===== config.mk =====
export PLATFORM = sky130hd
export DESIGN_NAME = irqc_bank
export DESIGN_NICKNAME = d
export VERILOG_FILES = /design/src/rtl/irqc_pkg.sv /design/src/rtl/irqc_capture.sv /design/src/rtl/irqc_arbiter.sv /design/src/rtl/irqc_channel.sv /design/src/rtl/irqc_bank.sv
export SDC_FILE = /design/constraint.sdc
export NUM_CORES = 1
export LEC_CHECK = 0
export BUFFER_PORTS_ARGS = -buffer_cell sky130_fd_sc_hd__buf_2
export CORE_MARGIN = 5
export CORE_UTILIZATION = 30
export DETAILED_ROUTE_END_ITERATION = 7
export PLACE_DENSITY = 0.4
export SLEW_MARGIN = 0
export SYNTH_ARGS = -nofsm -noshare
export SYNTH_HDL_FRONTEND = slang
export SYNTH_SLANG_ARGS = --single-unit

===== constraint.sdc =====
create_clock -name clk -period 135.1 [get_ports clk]
set_clock_uncertainty 0.05 [all_clocks]
set_input_delay 27.02 -clock clk [delete_from_list [all_inputs] [get_ports clk]]
set_output_delay 27.02 -clock clk [all_outputs]
set_load 0.1 [all_outputs]

===== src/rtl/irqc_pkg.sv =====
package irqc_pkg;

    localparam int unsigned SRC_PER_BANK = 32;
    localparam int unsigned PRIO_BITS    = 5;

    localparam logic [7:0] A_STATUS  = 8'h00;
    localparam logic [7:0] A_MASK    = 8'h04;
    localparam logic [7:0] A_IRQNUM  = 8'h08;
    localparam logic [7:0] A_FIQNUM  = 8'h0C;
    localparam logic [7:0] A_CTRL    = 8'h10;
    localparam logic [7:0] A_GDIS    = 8'h14;

    // packed layout matches the register: prio[6:2], lvl[1], fast[0]
    typedef struct packed {
        logic [PRIO_BITS-1:0] prio;
        logic                 lvl;
        logic                 fast;
    } src_cfg_t;

    typedef enum int unsigned {
        CH_IRQ = 0,
        CH_FIQ = 1
    } chan_e;

    localparam int unsigned NUM_CH = 2;

    function automatic logic is_cfg_addr(input logic [7:0] a);
        return a[7];
    endfunction

endpackage


===== src/rtl/irqc_capture.sv =====
module irqc_capture #(
    parameter int unsigned N = 32
) (
    input  logic         clk,
    input  logic         rst,
    input  logic [N-1:0] src_n,
    input  logic [N-1:0] lvl,
    input  logic [N-1:0] clr,
    output logic [N-1:0] stat
);

    logic [N-1:0] prev_q;
    logic [N-1:0] stat_q;
    logic [N-1:0] fall;

    assign fall = prev_q & ~src_n;

    always_ff @(posedge clk) begin
        if (rst) begin
            prev_q <= '1;
            stat_q <= '0;
        end else begin
            prev_q <= src_n;
            stat_q <= (lvl & ~src_n) | (~lvl & ((stat_q & ~clr) | fall));
        end
    end

    assign stat = stat_q;

    // an edge-mode status bit that was set and not cleared stays set
    p_edge_sticky_r4: assert property (@(posedge clk) disable iff (rst)
        (($past(stat_q & ~lvl & ~clr) & ~lvl & ~stat_q) == '0));

endmodule


===== src/rtl/irqc_arbiter.sv =====
module irqc_arbiter #(
    parameter int unsigned N  = 32,
    parameter int unsigned PW = 5,
    localparam int unsigned IW = $clog2(N)
) (
    input  logic [N-1:0]         pend,
    input  logic [N-1:0][PW-1:0] prio,
    output logic                 valid,
    output logic [IW-1:0]        idx
);

    logic [PW-1:0] best;

    always_comb begin
        valid = 1'b0;
        idx   = '0;
        best  = '1;
        for (int i = 0; i < N; i++) begin
            if (pend[i] && (!valid || prio[i] < best)) begin
                valid = 1'b1;
                idx   = IW'(i);
                best  = prio[i];
            end
        end
    end

    // a reported winner is always one of the pending lines
    always_comb begin
        if (valid) begin
            p_pick_pending_r6: assert (pend[idx]);
        end
    end

endmodule


===== src/rtl/irqc_channel.sv =====
module irqc_channel #(
    parameter int unsigned IW = 5
) (
    input  logic          clk,
    input  logic          rst,
    input  logic          en,
    input  logic          req_valid,
    input  logic [IW-1:0] req_idx,
    input  logic          ack,
    output logic          active,
    output logic [IW-1:0] winner
);

    logic          act_q;
    logic          gap_q;
    logic [IW-1:0] win_q;

    always_ff @(posedge clk) begin
        if (rst) begin
            act_q <= 1'b0;
            gap_q <= 1'b0;
            win_q <= '0;
        end else if (act_q) begin
            if (ack) begin
                act_q <= 1'b0;
                gap_q <= 1'b1;
            end
        end else if (gap_q) begin
            gap_q <= 1'b0;
        end else if (en && req_valid) begin
            act_q <= 1'b1;
            win_q <= req_idx;
        end
    end

    assign active = act_q;
    assign winner = win_q;

    // after an acknowledge the request stays low for at least one cycle
    p_quiet_gap_r8: assert property (@(posedge clk) disable iff (rst)
        $fell(act_q) |=> !act_q);

    // the latched winner does not move until acknowledged
    p_winner_hold_r6: assert property (@(posedge clk) disable iff (rst)
        (act_q && !ack) |=> (act_q && $stable(win_q)));

    // a new grant only happens while delivery is enabled
    p_grant_enabled_r10: assert property (@(posedge clk) disable iff (rst)
        $rose(act_q) |-> $past(en));

endmodule


===== src/rtl/irqc_bank.sv =====
module irqc_bank
    import irqc_pkg::*;
#(
    parameter int unsigned BANK_IDX = 0,
    parameter int unsigned N        = SRC_PER_BANK,
    parameter int unsigned PW       = PRIO_BITS,
    parameter int unsigned AW       = 8,
    parameter int unsigned DW       = 32,
    localparam int unsigned IW      = $clog2(N)
) (
    input  logic          clk,
    input  logic          rst,
    input  logic          wr_en,
    input  logic [AW-1:0] addr,
    input  logic [DW-1:0] wdata,
    output logic [DW-1:0] rdata,
    input  logic [N-1:0]  src_n,
    output logic          irq_n,
    output logic          fiq_n
);

    localparam bit FAST_OK = (BANK_IDX == 0);

    src_cfg_t cfg_q [N];
    logic [N-1:0] mask_q;
    logic         gdis_q;

    logic [N-1:0]         lvl_v;
    logic [N-1:0]         fast_v;
    logic [N-1:0][PW-1:0] prio_v;
    logic [N-1:0]         stat;
    logic [N-1:0]         clr;
    logic [IW-1:0]        cfg_sel;

    logic [NUM_CH-1:0]          ack;
    logic [NUM_CH-1:0]          act;
    logic [NUM_CH-1:0][IW-1:0]  win;
    logic [NUM_CH-1:0][N-1:0]   pend;
    logic [NUM_CH-1:0]          arb_valid;
    logic [NUM_CH-1:0][IW-1:0]  arb_idx;
    logic [NUM_CH-1:0][N-1:0]   done_bits;

    logic wr_cfg, wr_mask, wr_gdis, wr_ctrl, clr_all;

    assign cfg_sel = addr[IW+1:2];
    assign wr_cfg  = wr_en && is_cfg_addr(8'(addr));
    assign wr_mask = wr_en && addr == AW'(A_MASK);
    assign wr_gdis = wr_en && addr == AW'(A_GDIS);
    assign wr_ctrl = wr_en && addr == AW'(A_CTRL);
    assign clr_all = wr_en && addr == AW'(A_STATUS) && wdata == '0;

    assign ack[CH_IRQ] = wr_ctrl && wdata[0];
    assign ack[CH_FIQ] = wr_ctrl && wdata[1];

    always_ff @(posedge clk) begin
        if (rst) begin
            for (int i = 0; i < N; i++) cfg_q[i] <= '0;
            mask_q <= '1;
            gdis_q <= 1'b1;
        end else begin
            if (wr_cfg) begin
                cfg_q[cfg_sel].prio <= wdata[PW+1:2];
                cfg_q[cfg_sel].lvl  <= wdata[1];
                cfg_q[cfg_sel].fast <= FAST_OK ? wdata[0] : 1'b0;
            end
            if (wr_mask) mask_q <= wdata[N-1:0];
            if (wr_gdis) gdis_q <= wdata[0];
        end
    end

    always_comb begin
        for (int i = 0; i < N; i++) begin
            lvl_v[i]  = cfg_q[i].lvl;
            fast_v[i] = cfg_q[i].fast;
            prio_v[i] = cfg_q[i].prio;
        end
    end

    irqc_capture #(.N(N)) u_cap (
        .clk   (clk),
        .rst   (rst),
        .src_n (src_n),
        .lvl   (lvl_v),
        .clr   (clr),
        .stat  (stat)
    );

    assign pend[CH_IRQ] = stat & ~mask_q & ~fast_v;
    assign pend[CH_FIQ] = stat & ~mask_q &  fast_v;

    for (genvar c = 0; c < NUM_CH; c++) begin : g_ch
        irqc_arbiter #(.N(N), .PW(PW)) u_arb (
            .pend  (pend[c]),
            .prio  (prio_v),
            .valid (arb_valid[c]),
            .idx   (arb_idx[c])
        );

        irqc_channel #(.IW(IW)) u_chan (
            .clk       (clk),
            .rst       (rst),
            .en        (!gdis_q),
            .req_valid (arb_valid[c]),
            .req_idx   (arb_idx[c]),
            .ack       (ack[c]),
            .active    (act[c]),
            .winner    (win[c])
        );

        assign done_bits[c] = (act[c] && ack[c]) ? (N'(1) << win[c]) : '0;
    end

    assign clr = {N{clr_all}} | done_bits[CH_IRQ] | done_bits[CH_FIQ];

    assign irq_n = !(act[CH_IRQ] && !gdis_q);
    assign fiq_n = !(act[CH_FIQ] && !gdis_q);

    always_comb begin
        rdata = '0;
        if (is_cfg_addr(8'(addr))) begin
            rdata[PW+1:0] = cfg_q[cfg_sel];
        end else begin
            case (addr)
                AW'(A_STATUS): rdata[N-1:0]  = stat;
                AW'(A_MASK):   rdata[N-1:0]  = mask_q;
                AW'(A_IRQNUM): rdata[IW-1:0] = win[CH_IRQ];
                AW'(A_FIQNUM): rdata[IW-1:0] = win[CH_FIQ];
                AW'(A_GDIS):   rdata[0]      = gdis_q;
                default:       rdata         = '0;
            endcase
        end
    end

    // a grant never goes to a line that was masked
    p_masked_no_grant_r2: assert property (@(posedge clk) disable iff (rst)
        $rose(act[CH_IRQ]) |-> !(($past(mask_q) >> win[CH_IRQ]) & N'(1)));

    // secondary banks never raise the fast request
    if (!FAST_OK) begin : g_nofast
        p_no_fast_r7: assert property (@(posedge clk) disable iff (rst)
            fiq_n && !act[CH_FIQ]);
    end

endmodule


==> flow_summary_export.csv <==
group,metric,value,unit
outcome,run_status,"complete, no violations",
synth,synth_most_common_cell,"sky130_fd_sc_hd__nand2_1",
route,route.detailed.vias_per_inst,5.76,
setup_path,startpoint_kind_of_the_worst_setup_timing_path,"input port",
clocking,cts_inserted_buffers,40,
timing,fin_ws,77.83,ns
synth,synthesis.yosys.warnings,0,
clocking,cts_max_path_buffers,3,
cells_and_area,area_overhead_of_the_layout_relative_to_synthesis,8.47,%
route,vias,29614,
setup_path,critical_path.max_stage_delay,1.00,ns
synth,netlist-cell-type-count,171,
setup_path,worstPathMaxFanout,67,
global_routing,grt_antenna_before_repair,8,
clocking,cts.repair.resized,0,
synth,netlist.area_leader.share,0.209,
cells_and_area,layout-drive-gt1-share,0.170,
place,placedInstanceArea,33600,um2
setup_path,setup.worst_path.end_class,"primary output",
synth,yosysSeqAreaShare,0.278,
global_routing,gr-total-overflow,0,
cells_and_area,area_of_the_multi_input_gates,21500,um2
timing,timing.final.max_slew_violations,0,
cells_and_area,postLayoutCellArea,34900,um2
global_routing,grt_pass1_vias,28653,
die,die_h,337,um
route,drt_pass1_iterations,6,
global_routing,grt_first_pass_wirelength,202000,um
power,power_per_cell_area,7.70,nW/um2
global_routing,grt_usage,0.238,
die,die_x,337,um
synth,dominantRegCellSynth,"sky130_fd_sc_hd__edfxtp_1",
setup_path,timing.critical_path.required,108.03,ns
synth,synth.largest_area_cell,"sky130_fd_sc_hd__edfxtp_1",
timing,grt_setup_unrepaired,"false",
power,maximum_resistive_drop_on_vdd,0.00612,mV
timing,max_freq,0.0175,GHz
place,final_weighted_congestion_in_routability_driven_placement,0.887,
synth,synth.top_cells.by_count,"363 x sky130_fd_sc_hd__nand2_1, 335 x sky130_fd_sc_hd__nor2_1, 249 x sky130_fd_sc_hd__and2_1",
clocking,worst_setup_hold_path_clk_slew,0.06,ns
cells_and_area,fillerInstances,11272,
route,wl,141000,um
synth,synth.net_count,3899,
place,portBuffers,108,
timing,report.final.hold_viol_count,0,
clocking,ctsHoldBuffers,0,
die,design.portCount,109,
synth,netlist_area,32100,um2
clocking,cts_setup_buffers,0,
die,initial_utilization,0.301,
synth,synth-seq-cells,335,
timing,slew-limit-headroom,0.156,
timing,portion_of_the_clock_cycle_consumed_by_the_worst_path_in_the_final_layout,0.424,
route,wl_per_cell,27.3,um
synth,synth-edff-count,224,
route,postRouteAntennaNets,0,
setup_path,crit_family,"simple AND/OR/NAND/NOR gates",
synth,synth.avg_cell_area,8.71,um2
cells_and_area,sequential_cell_area,8950,um2
synth,synth_top_cells_by_area,"sky130_fd_sc_hd__edfxtp_1 21%, sky130_fd_sc_hd__dfxtp_1 6.9%, sky130_fd_sc_hd__ha_1 5.1%, sky130_fd_sc_hd__and2_1 4.8%, sky130_fd_sc_hd__nand2_1 4.2%",
timing,timing.hold.ws,0.418,ns
flow_run,maxCapViolCount,0,
place,dp_hpwl,111000,um
setup_path,worstPathBufferInverterCount,2,
setup_path,standard_cell_with_the_maximum_stage_delay_on_the_critical_path,"sky130_fd_sc_hd__and3_2",
setup_path,path_cells,"buf_4 > nor2_1 > and3_2 > a221oi_1 > a31oi_1 > buf_2",
route,remaining_drcs,0,
die,core_area,107000,um2
synth,syn_inst,3692,
timing,setup_total_negative_slack,0,ns
global_routing,maximum_number_of_pins_on_one_net_before_global_route_repair,68,
timing,final_period_demand_of_the_worst_path,57.27,ns
power,p_leak,13.8,nW
cells_and_area,num-nets-final,3913,
setup_path,timing.setup.critical_path_class,"input port to primary output",
die,placement_rows,120,
setup_path,r2r_slack,79.07,ns
die,die_area,114000,um2
synth,ys_async_sr_fraction,0,
clocking,clkLatencyLatePin,0.58,ns
clocking,cts-root-buf,"sky130_fd_sc_hd__clkbuf_16",
clocking,cts.sinks,335,
place,detailedPlace.worstSlack,77.89,ns
clocking,h-tree-depth,2,
setup_path,cp_data_arrival_time,30.20,ns
timing,final-setup-viol-count,0,
timing,worst_pin_slew,1.25,ns
worst_hold_path,min_path_type,"flip-flop to flip-flop",
route,drt_iter0_markers,2573,
cells_and_area,fraction_of_the_core_area_covered_by_cells_at_the_end_of_the_flow,0.327,
clocking,tritoncts,"done",
[path summary, 6_finish.rpt]
kind,end,cells past startpoint,start
max,rdata[5],6,addr[3]
min,u_cap.stat[31],2,u_cap.prev_q[31]
max reg2reg,g_ch[0].u_chan.winner[4],238,u_cap.stat[0]
min reg2reg,u_cap.stat[31],2,u_cap.prev_q[31]
[power breakdown]
part           internal [mW]  switching, mW  leakage, nW
registers              0.114         0.0130         3.04
logic                 0.0128         0.0203         10.2
clock network         0.0617         0.0464        0.624
total                  0.189         0.0796         13.8
[metal layers]
metal,vias to the layer above,GRT usage,share of wire
li1,13956,-,-
met1,14693,0.329,0.46
met2,809,0.395,0.46
met3,150,0.0304,0.051
met4,6,0.0605,0.026
met5,-,0,0.00021
[area by class of cell]
cell class,count,share of cell area
tap,1403,0.0503
inverter,180,0.0194
antenna,4,0.000287
clock inverter,12,0.00334
timing repair buffer,131,0.0207
multi-input combinational,3018,0.616
sequential,335,0.257
clock buffer,62,0.0334
[logic make-up after synthesis]
family | synth area share
buffers and inverters | 0.0542
AO/OA/AOI/OAI | 0.243
AND/OR/NAND/NOR | 0.265
flip-flops | 0.278
multiplexers | 0.0896
XOR/XNOR | 0.00895
adder cells (fa/ha/maj) | 0.0599
[state kept, by name, indices dropped and copies added, names as in the netlist]
signal	count
g_ch.u_chan.active	2
cfg_q	224
mask_q	32
u_cap.stat	32
g_ch.u_chan.gap_q	2
gdis_q	1
g_ch.u_chan.winner	10
u_cap.prev_q	32
[worst min-delay path, delay by kind of cell (launching register included)]
| family | cells | cell delay [ns] |
|---|---|---|
| DFF | 1 | 0.30 |
| and+or+nand+nor | 1 | 0.04 |
| AOI/OAI and AO/OA | 1 | 0.08 |
[cells in the final DEF (no fill, tap or decap), drive strengths merged, types with 24 or more instances in the layout]
cell / instances
nand2b: 36
nand4: 27
nand3: 75
a22o: 30
o21a: 34
and2: 270
o31ai: 36
dfxtp: 111
o21ai: 190
a22oi: 26
clkbuf: 62
nor3: 74
mux2: 55
or3: 26
edfxtp: 224
o211ai: 53
nor2: 340
and3: 30
ha: 132
a211oi: 34
or3b: 24
maj3: 27
inv: 180
mux2i: 81
a21oi: 165
or2: 100
o22ai: 88
a31oi: 41
nand2: 368
a21o: 37
nor3b: 24
a211o: 24
nand3b: 103
mux4: 61
buf: 131
[per-stage QoR]
step	instances	power [mW]
after global placement	5067	0.162
after detailed placement	5067	0.162
after floorplan	3692	0.145
after CTS	5141	0.270
final	5145	0.269
after global routing	5141	0.277
Power figures use the tool's default switching activity.
